## src/rtl/uart_lf_pkg.sv

```systemverilog
// Shared types and helpers for the UART line framer.
// Assumes data lengths of 5 to 8 bits encoded as 0..3.
package uart_lf_pkg;

    // Frame format as captured from the control byte.
    typedef struct packed {
        logic [1:0] len;       // 0..3 -> 5..8 data bits
        logic       two_stop;  // second stop bit
        logic [2:0] par;       // [0] enable, [1] odd/space, [2] sticky
    } frame_cfg_t;

    // Index of the last data bit for a length code.
    function automatic logic [2:0] last_bit(input logic [1:0] len);
        return 3'd4 + {1'b0, len};
    endfunction

    // Parity bit value for a data word; sel = par[2:1].
    function automatic logic parity_of(input logic [1:0] sel, input logic [1:0] len,
                                       input logic [7:0] d);
        logic [7:0] m;
        m = d & (8'hFF >> (2'd3 - len));
        return sel[1] ? ~sel[0] : ((^m) ^ sel[0]);
    endfunction

endpackage

```

## src/rtl/uart_lf_tx.sv

```systemverilog
// Transmit framer: serialises one byte per frame using a snapshot of the
// frame format taken at acceptance. Assumes OVERSAMPLE >= 4.
module uart_lf_tx
    import uart_lf_pkg::*;
#(
    parameter int OVERSAMPLE = 16
) (
    input  logic       clk,
    input  logic       rst_n,
    input  logic       tick,
    input  frame_cfg_t cfg_i,
    input  logic [7:0] data_i,
    input  logic       valid_i,
    output logic       ready_o,
    output logic       ser_o
);
    localparam int CW = $clog2(OVERSAMPLE);
    localparam logic [CW-1:0] LAST_T = CW'(OVERSAMPLE - 1);

    typedef enum logic [2:0] {T_IDLE, T_START, T_DATA, T_PAR, T_STOP} tx_st_t;

    tx_st_t     st;
    logic [CW-1:0] cnt;
    logic [2:0] bidx;
    logic [7:0] sh;
    frame_cfg_t cfg_q;
    logic       stop2;
    logic       bit_end;

    assign bit_end = tick && (cnt == LAST_T);
    assign ready_o = (st == T_IDLE);

    // Frame sequencer: one state per field, OVERSAMPLE ticks per bit.
    always_ff @(posedge clk) begin
        if (!rst_n) begin
            st    <= T_IDLE;
            cnt   <= '0;
            bidx  <= '0;
            sh    <= '0;
            cfg_q <= '0;
            stop2 <= 1'b0;
        end else if (st == T_IDLE) begin
            if (valid_i) begin
                sh    <= data_i;
                cfg_q <= cfg_i;
                cnt   <= '0;
                bidx  <= '0;
                st    <= T_START;
            end
        end else begin
            if (tick) cnt <= bit_end ? '0 : cnt + 1'b1;
            if (bit_end) begin
                case (st)
                    T_START: st <= T_DATA;
                    T_DATA: begin
                        if (bidx == last_bit(cfg_q.len)) begin
                            st    <= cfg_q.par[0] ? T_PAR : T_STOP;
                            stop2 <= 1'b0;
                        end else begin
                            bidx <= bidx + 1'b1;
                        end
                    end
                    T_PAR: begin
                        st    <= T_STOP;
                        stop2 <= 1'b0;
                    end
                    default: begin
                        if (cfg_q.two_stop && !stop2) stop2 <= 1'b1;
                        else                          st    <= T_IDLE;
                    end
                endcase
            end
        end
    end

    // Serial level for the current field.
    always_comb begin
        case (st)
            T_START: ser_o = 1'b0;
            T_DATA:  ser_o = sh[bidx];
            T_PAR:   ser_o = parity_of(cfg_q.par[2:1], cfg_q.len, sh);
            default: ser_o = 1'b1;
        endcase
    end

    // an accepted byte starts a frame with a low start bit.
    p_accept_starts_r12: assert property (@(posedge clk) disable iff (!rst_n)
        (valid_i && ready_o) |=> (!ready_o && !ser_o));

endmodule

```

## src/rtl/uart_lf_rx.sv

```systemverilog
// Receive framer: finds a start bit, samples each field mid-bit and
// classifies the frame. Assumes line_i is already synchronised.
module uart_lf_rx
    import uart_lf_pkg::*;
#(
    parameter int OVERSAMPLE = 16
) (
    input  logic       clk,
    input  logic       rst_n,
    input  logic       tick,
    input  logic [1:0] len_i,
    input  logic [2:0] par_i,
    input  logic       line_i,
    input  logic       rx_ready_i,
    output logic [7:0] data_o,
    output logic       valid_o,
    output logic       frame_o,
    output logic       parity_o,
    output logic       break_o,
    output logic       overflow_o,
    output logic       idle_o
);
    localparam int CW = $clog2(OVERSAMPLE);
    localparam logic [CW-1:0] LAST_T = CW'(OVERSAMPLE - 1);
    localparam logic [CW-1:0] HALF_T = CW'(OVERSAMPLE / 2 - 1);

    typedef enum logic [2:0] {R_IDLE, R_START, R_DATA, R_PAR, R_STOP, R_DONE} rx_st_t;

    rx_st_t     st;
    logic [CW-1:0] cnt;
    logic [2:0] bidx;
    logic [7:0] dat;
    logic [1:0] len_q;
    logic [2:0] par_q;
    logic       prev, par_s, stop_s;
    logic       done, is_brk;

    // Receive sequencer: edge detect, mid-bit confirm, then one sample per bit.
    always_ff @(posedge clk) begin
        if (!rst_n) begin
            st <= R_IDLE; cnt <= '0; bidx <= '0; dat <= '0;
            len_q <= '0; par_q <= '0; prev <= 1'b1; par_s <= 1'b0; stop_s <= 1'b1;
        end else begin
            case (st)
                R_IDLE: if (tick) begin
                    prev <= line_i;
                    if (prev && !line_i) begin
                        st <= R_START; cnt <= '0; dat <= '0;
                        len_q <= len_i; par_q <= par_i;
                    end
                end
                R_START: if (tick) begin
                    if (cnt == HALF_T) begin
                        cnt <= '0; bidx <= '0;
                        st  <= line_i ? R_IDLE : R_DATA;
                    end else cnt <= cnt + 1'b1;
                end
                R_DONE: st <= R_IDLE;
                default: if (tick) begin
                    if (cnt == LAST_T) begin
                        cnt <= '0;
                        if (st == R_DATA) begin
                            dat[bidx] <= line_i;
                            if (bidx == last_bit(len_q)) st <= par_q[0] ? R_PAR : R_STOP;
                            else bidx <= bidx + 1'b1;
                        end else if (st == R_PAR) begin
                            par_s <= line_i; st <= R_STOP;
                        end else begin
                            stop_s <= line_i; prev <= line_i; st <= R_DONE;
                        end
                    end else cnt <= cnt + 1'b1;
                end
            endcase
        end
    end

    // Frame classification, valid in the cycle after the stop sample.
    always_comb begin
        done       = (st == R_DONE);
        is_brk     = (dat == 8'h00) && !stop_s && (!par_q[0] || !par_s);
        valid_o    = done && !is_brk && rx_ready_i;
        overflow_o = done && !is_brk && !rx_ready_i;
        break_o    = done && is_brk;
        frame_o    = done && !is_brk && !stop_s;
        parity_o   = done && !is_brk && par_q[0] && (par_s != parity_of(par_q[2:1], len_q, dat));
        idle_o     = (st == R_IDLE) && line_i;
        data_o     = dat;
    end

    // a push only happens into a FIFO with room.
    p_push_needs_ready_r10: assert property (@(posedge clk) disable iff (!rst_n)
        valid_o |-> rx_ready_i);
    // a dropped character is never pushed.
    p_no_push_on_ovf_r10: assert property (@(posedge clk) disable iff (!rst_n)
        overflow_o |-> !valid_o);
    // a break reports neither a character nor a frame error.
    p_break_alone_r9: assert property (@(posedge clk) disable iff (!rst_n)
        break_o |-> !(valid_o || frame_o || overflow_o || parity_o));
    // a break is followed by idle, never by a second event.
    p_break_once_r9: assert property (@(posedge clk) disable iff (!rst_n)
        break_o |=> !break_o);

endmodule

```

## src/rtl/uart_lf_timeout.sv

```systemverilog
// Receive idle timer: counts bit periods while data waits in the FIFO and
// the receiver sits idle; fires once per idle stretch.
module uart_lf_timeout #(
    parameter int OVERSAMPLE = 16,
    parameter int LIMIT_W    = 16
) (
    input  logic               clk,
    input  logic               rst_n,
    input  logic               tick,
    input  logic [LIMIT_W-1:0] limit_i,
    input  logic               pending_i,
    input  logic               idle_i,
    output logic               fire_o
);
    localparam int CW = $clog2(OVERSAMPLE);
    localparam logic [CW-1:0] LAST_T = CW'(OVERSAMPLE - 1);

    logic [CW-1:0]      sub;
    logic [LIMIT_W-1:0] bits;
    logic               fired;
    logic               run;

    assign run = pending_i && idle_i;

    // Bit-period counter with a single-shot fire pulse.
    always_ff @(posedge clk) begin
        if (!rst_n) begin
            sub <= '0; bits <= '0; fired <= 1'b0; fire_o <= 1'b0;
        end else begin
            fire_o <= 1'b0;
            if (!run) begin
                sub <= '0; bits <= '0; fired <= 1'b0;
            end else if (tick) begin
                sub <= (sub == LAST_T) ? '0 : sub + 1'b1;
                if (sub == LAST_T && !fired) begin
                    bits <= bits + 1'b1;
                    if (limit_i != '0 && bits + 1'b1 == limit_i) begin
                        fired  <= 1'b1;
                        fire_o <= 1'b1;
                    end
                end
            end
        end
    end

    // the timeout is a single-cycle pulse.
    p_timeout_pulse_r11: assert property (@(posedge clk) disable iff (!rst_n)
        fire_o |=> !fire_o);
    // the timeout only follows a cycle with data pending.
    p_timeout_pending_r11: assert property (@(posedge clk) disable iff (!rst_n)
        fire_o |-> $past(pending_i));

endmodule

```

## src/rtl/uart_line_framer.sv

```systemverilog
// UART line framer top: decodes the control byte, routes break and
// loopback, synchronises rxd and joins transmitter, receiver and timer.
module uart_line_framer
    import uart_lf_pkg::*;
#(
    parameter int OVERSAMPLE = 16,
    parameter int LIMIT_W    = 16
) (
    input  logic               clk,
    input  logic               rst_n,
    input  logic               tick,
    input  logic [7:0]         frame_ctrl,
    input  logic [LIMIT_W-1:0] idle_limit,
    input  logic [7:0]         tx_data,
    input  logic               tx_valid,
    output logic               tx_ready,
    output logic               txd,
    input  logic               rxd,
    output logic [7:0]         rx_data,
    output logic               rx_valid,
    input  logic               rx_ready,
    input  logic               rx_pending,
    output logic               ev_frame_err,
    output logic               ev_parity_err,
    output logic               ev_break,
    output logic               ev_overflow,
    output logic               ev_timeout
);
    frame_cfg_t cfg;
    logic       brk_en, loop_en;
    logic       ser, tx_line, rx_line, rx_idle;
    logic [1:0] rxd_sync;

    assign cfg     = '{len: frame_ctrl[1:0], two_stop: frame_ctrl[2], par: frame_ctrl[5:3]};
    assign brk_en  = frame_ctrl[6];
    assign loop_en = frame_ctrl[7];

    // Two-stage synchroniser for the asynchronous receive pin.
    always_ff @(posedge clk) begin
        if (!rst_n) rxd_sync <= 2'b11;
        else        rxd_sync <= {rxd_sync[0], rxd};
    end

    assign tx_line = brk_en ? 1'b0 : ser;
    assign txd     = loop_en ? 1'b1 : tx_line;
    assign rx_line = loop_en ? tx_line : rxd_sync[1];

    uart_lf_tx #(.OVERSAMPLE(OVERSAMPLE)) u_tx (
        .clk(clk), .rst_n(rst_n), .tick(tick), .cfg_i(cfg),
        .data_i(tx_data), .valid_i(tx_valid), .ready_o(tx_ready), .ser_o(ser)
    );

    uart_lf_rx #(.OVERSAMPLE(OVERSAMPLE)) u_rx (
        .clk(clk), .rst_n(rst_n), .tick(tick), .len_i(cfg.len), .par_i(cfg.par),
        .line_i(rx_line), .rx_ready_i(rx_ready), .data_o(rx_data), .valid_o(rx_valid),
        .frame_o(ev_frame_err), .parity_o(ev_parity_err), .break_o(ev_break),
        .overflow_o(ev_overflow), .idle_o(rx_idle)
    );

    uart_lf_timeout #(.OVERSAMPLE(OVERSAMPLE), .LIMIT_W(LIMIT_W)) u_to (
        .clk(clk), .rst_n(rst_n), .tick(tick), .limit_i(idle_limit),
        .pending_i(rx_pending), .idle_i(rx_idle), .fire_o(ev_timeout)
    );

    // a forced break holds the external line low outside loopback.
    p_break_line_r4: assert property (@(posedge clk) disable iff (!rst_n)
        (brk_en && !loop_en && !tx_ready) |-> !txd);

endmodule

```

## config.mk

```make
export PLATFORM = sky130hd
export DESIGN_NAME = uart_line_framer
export DESIGN_NICKNAME = d
export VERILOG_FILES = /design/src/rtl/uart_lf_pkg.sv /design/src/rtl/uart_lf_tx.sv /design/src/rtl/uart_lf_rx.sv /design/src/rtl/uart_lf_timeout.sv /design/src/rtl/uart_line_framer.sv
export SDC_FILE = /design/constraint.sdc
export NUM_CORES = 1
export LEC_CHECK = 0
export ABC_AREA = 0
export CORE_MARGIN = 2
export CORE_UTILIZATION = 40
export CTS_CLUSTER_SIZE = 25
export DETAILED_ROUTE_END_ITERATION = 16
export PLACE_DENSITY = 0.64
export SYNTH_ARGS = -nofsm -noshare
export SYNTH_HDL_FRONTEND = slang
export SYNTH_HIERARCHICAL = 1
export SYNTH_SLANG_ARGS = --single-unit
```

## constraint.sdc

```tcl
create_clock -name clk -period 3.9 [get_ports clk]
set_clock_uncertainty 0.1 [all_clocks]
set_input_delay 0.585 -clock clk [delete_from_list [all_inputs] [get_ports clk]]
set_output_delay 0.585 -clock clk [all_outputs]
set_load 0.01 [all_outputs]
```

==> summary.md <==
| Metric | Value |
|---|---|
| Run status | completed |
| Initial drt markers | 258 |
| Syn avg cell area | about 8.3 µm² |
| Clk buf depth | 2 |
| Synth Area in Compound Gates | 0.189 |
| Post-synthesis mux area share | 0.0349 |
| Synth Area in Simple Gates | 0.265 |
| DR vias/cell | roughly 5.4 |
| Number of synthesized flops with an enable pin | 0 |
| Post-CTS Setup Bufs | 0 |
| Slowest CP cell | clkdlybuf4s50_1 |
| P_sw | about 500 µW |
| Total track usage | 0.181 |
| VDD IR-drop max | 0.292 mV |
| Least-Margin Pin Slew | 815 ps |
| Startpoint Class | register |
| Worst path bufs/invs | 2 |
| HP Class | reg -> reg |
| Slew Viols, Final | 0 |
| Layout cells sized above 1 | 0.0663 |
| Io pins | 55 |
| Top Family by Delay on Critical Path | buffers and inverters |
| RSZ-0062 raised after global routing | false |
| Starting Density | 0.409 |
| Sink Count | 75 |
| Sequential cell area fraction in the yosys report | 0.322 |
| Syn Std Cell Area | 4660 µm² |
| Fin. Hold Viols | 0 |
| Routability Congestion | 0.827 |
| CORE AREA | roughly 11000 µm² |
| Static Leak | 1.96 nW |
| Row Count | 39 |
| Fin crit share | 0.857 |
| Setup Viol. Count Final | 0 |
| Synthesized net count | 605 |
| Hold buffers post-CTS | 0 |
| DIE WIDTH | around 110 µm |
| Post-CTS Resized | 0 |
| DRT Pass-1 Iters | 4 |
| CTS Buf Count | 9 |
| ANT cells | 0 |
| Initial antenna violation count | 0 |
| Post-Synth XOR/XNOR Area | 0.108 |
| H-tree level count | 3 |
| #FFs+latches synth | 75 |
| Clk pin slew, worst setup/hold paths | around 60 ps |
| Vias post-DR | 4056 |
| Yosys cell types | 72 |
| GR Overflow Total | 0 |
| Combinational power share | 0.129 |
| DIE HEIGHT | 112 µm |
| CP endpoint kind | output port |
| Synth warn | 6 |
| Layout area overhead | 19.8% |
| Die area | 12500 µm² |
| Largest net degree at the start of global routing | 53 |
| Maximum operating frequency | ~300 MHz |
| Worst EP required | 3210 ps |
| Switching Share | 0.236 |
| WL per Instance | 15.0 µm |
| FF+latch area | 1500 µm² |
| CP Cell Sequence | inv_1, ha_1, xor2_1, xnor2_1, a311oi_1, a211o_1, a211oi_2, clkdlybuf4s50_1 |
| Max FO, Critical Path | 4 |
| Core Util, Final | 0.491 |
| Crit path time final | roughly 3300 ps |
| CTS root buffer | clkbuf_16 |
| First-pass GRT wire length | 18.4 mm |
| PD cells | 388 nW/µm² |
| Fin nets | 645 |
| Final TNS setup | 0 ps |
| Main synth FF type | dfxtp_1 |
| Main combinational cell family by area after synthesis | simple AND/OR/NAND/NOR gates |
| Fillers | between 1000 and 1500 |
| Adder-Cell Fraction of Synth Area | 0.0215 |
| Final ANT Viol Nets | 0 |
| Clock share of power | 0.487 |
| Worst Setup Path Type | reg -> out |
| Arrival time worst endpoint | around 2700 ps |
| Post-DP HPWL | 7.95 mm |
| Post-Route WL | 11.2 mm |
| Post-synthesis async set-or-reset flop share | 0 |
| Post-synthesis instance total | between 500 and 600 |
| CTS tree | yes |
| Port Buffers | 54 |
| Clk_lat worst skew | 340 ps |
| Flop pwr share | 0.384 |
| Vias in the first global route | 3911 |
| Internal | between 1.5 and 2 mW |
| Headroom to the max-slew limit | 0.454 |
| DRC violations left | 0 |
| Slowest Stage Delay on Critical Path | 560 ps |
| Max Cap Violations | 0 |
| Area of the multi-input gates | 2880 µm² |
[metal layers]
layer  part of all wire  wire [µm]  up-vias  track usage
met2               0.48       5380       68        0.301
met4              0.011        119        0       0.0535
met5                  0          0        -            0
met1               0.47       5280     1906        0.224
met3              0.037        419        7       0.0588
li1                   -          -     2075            -
[layout make-up]
| class | count | share of cell area |
|---|---|---|
| multi-input combinational | 436 | 0.517 |
| sequential | 75 | 0.269 |
| timing repair buffer | 58 | 0.102 |
| clock buffer | 12 | 0.0460 |
| tap | 143 | 0.0321 |
| clock inverter | 4 | 0.0215 |
| inverter | 18 | 0.0121 |
[power by group through the flow]
stage	combinational [mW]	clock [mW]	sequential (mW)
floorplan	0.211	0	0.827
global route	0.310	1.11	0.835
global placement	0.275	0	0.846
detailed placement	0.279	0	0.848
CTS	0.282	1.08	0.831
finish	0.280	1.05	0.831
[worst paths after layout]
kind	startpoint	to	slack, ps	cells after the start
max	u_rx/data_o[2]	ev_parity_err	560	8
min	rxd_sync[0]	rxd_sync[1]	310	1
max reg2reg	u_tx/bidx[0]	u_rx/cnt[2]	720	11
min reg2reg	rxd_sync[0]	rxd_sync[1]	310	1
[synthesized netlist by cell type (4+ instances only)]
cell | count | area (µm²)
a21boi_0 | 26 | 195
a21boi_1 | 7 | 52.6
a21oi_1 | 16 | 80.1
a31oi_1 | 8 | 50.1
and2_1 | 6 | 37.5
and3_1 | 12 | 75.1
buf_6 | 10 | 113
clkbuf_1 | 12 | 45.0
dfxtp_1 | 75 | 1500
ha_1 | 8 | 100
inv_1 | 18 | 67.6
mux2i_1 | 11 | 110
nand2_1 | 60 | 225
nand2b_1 | 5 | 31.3
nand3_1 | 23 | 115
nand4_1 | 17 | 106
nor2_1 | 48 | 180
nor2b_1 | 15 | 93.8
nor3_1 | 9 | 45.0
nor3b_1 | 4 | 30.0
nor4_1 | 8 | 50.1
o211ai_1 | 6 | 45.0
o21ai_0 | 19 | 95.1
o21ai_1 | 5 | 25.0
o22ai_1 | 4 | 25.0
or3_1 | 4 | 25.0
xnor2_1 | 31 | 272
xor2_1 | 24 | 210
[cells in the final DEF (no fill, tap or decap), types with 4 or more instances in the layout]
cell type        netlist  routed
dfxtp_1               75      75
nand2_1               60      60
clkdlybuf4s50_1        0      54
nor2_1                48      48
xnor2_1               31      31
a21boi_0              26      26
xor2_1                24      24
nand3_1               23      23
o21ai_0               19      19
inv_1                 18      18
nand4_1               17      17
a21oi_1               16      16
nor2b_1               15      15
and3_1                12      12
mux2i_1               11      11
clkbuf_16              0       9
nor3_1                 9       9
nor4_1                 8       8
a31oi_1                8       8
ha_1                   8       8
a21boi_1               7       7
o211ai_1               6       6
and2_1                 6       6
nand2b_1               5       5
o21ai_1                5       5
bufinv_16              0       4
buf_4                  3       4
o22ai_1                4       4
nor3b_1                4       4
or3_1                  4       4
[state kept, by name (all words and copies together) (netlist names)]
signal,cells
rxd_sync,2
u_rx/bidx,3
u_rx/cnt,4
u_rx/data_o,8
u_rx/len_q,2
u_rx/par_q,3
u_rx/par_s,1
u_rx/prev,1
u_rx/st,3
u_rx/stop_s,1
u_to/bits,16
u_to/fire_o,1
u_to/fired,1
u_to/sub,4
u_tx/bidx,3
u_tx/cfg_q,6
u_tx/cnt,4
u_tx/sh,8
u_tx/st,3
u_tx/stop2,1
[logic make-up (layout without fill, tap and decap cells)]
kind of cell | after synthesis | count (layout)
fa+ha+maj | 8 | 8
simple gates | 236 | 236
compound gates | 123 | 123
mux | 13 | 13
flops | 75 | 75
xor+xnor | 56 | 56
buf+inv | 47 | 92
[through the flow]
stage                     area (µm²)  instances  setup slack, ps  hold WS (ps)  power, mW
final                           5580        746              558           314       2.17
after global routing            5580        746              419           350       2.26
after CTS                       5580        746              529           317       2.19
after detailed placement        5200        730              769           298       1.13
after global placement          5200        730              887           294       1.12
after floorplan                 4660        558             1120           286       1.04
No activity file was read; power rests on OpenSTA's default activity.
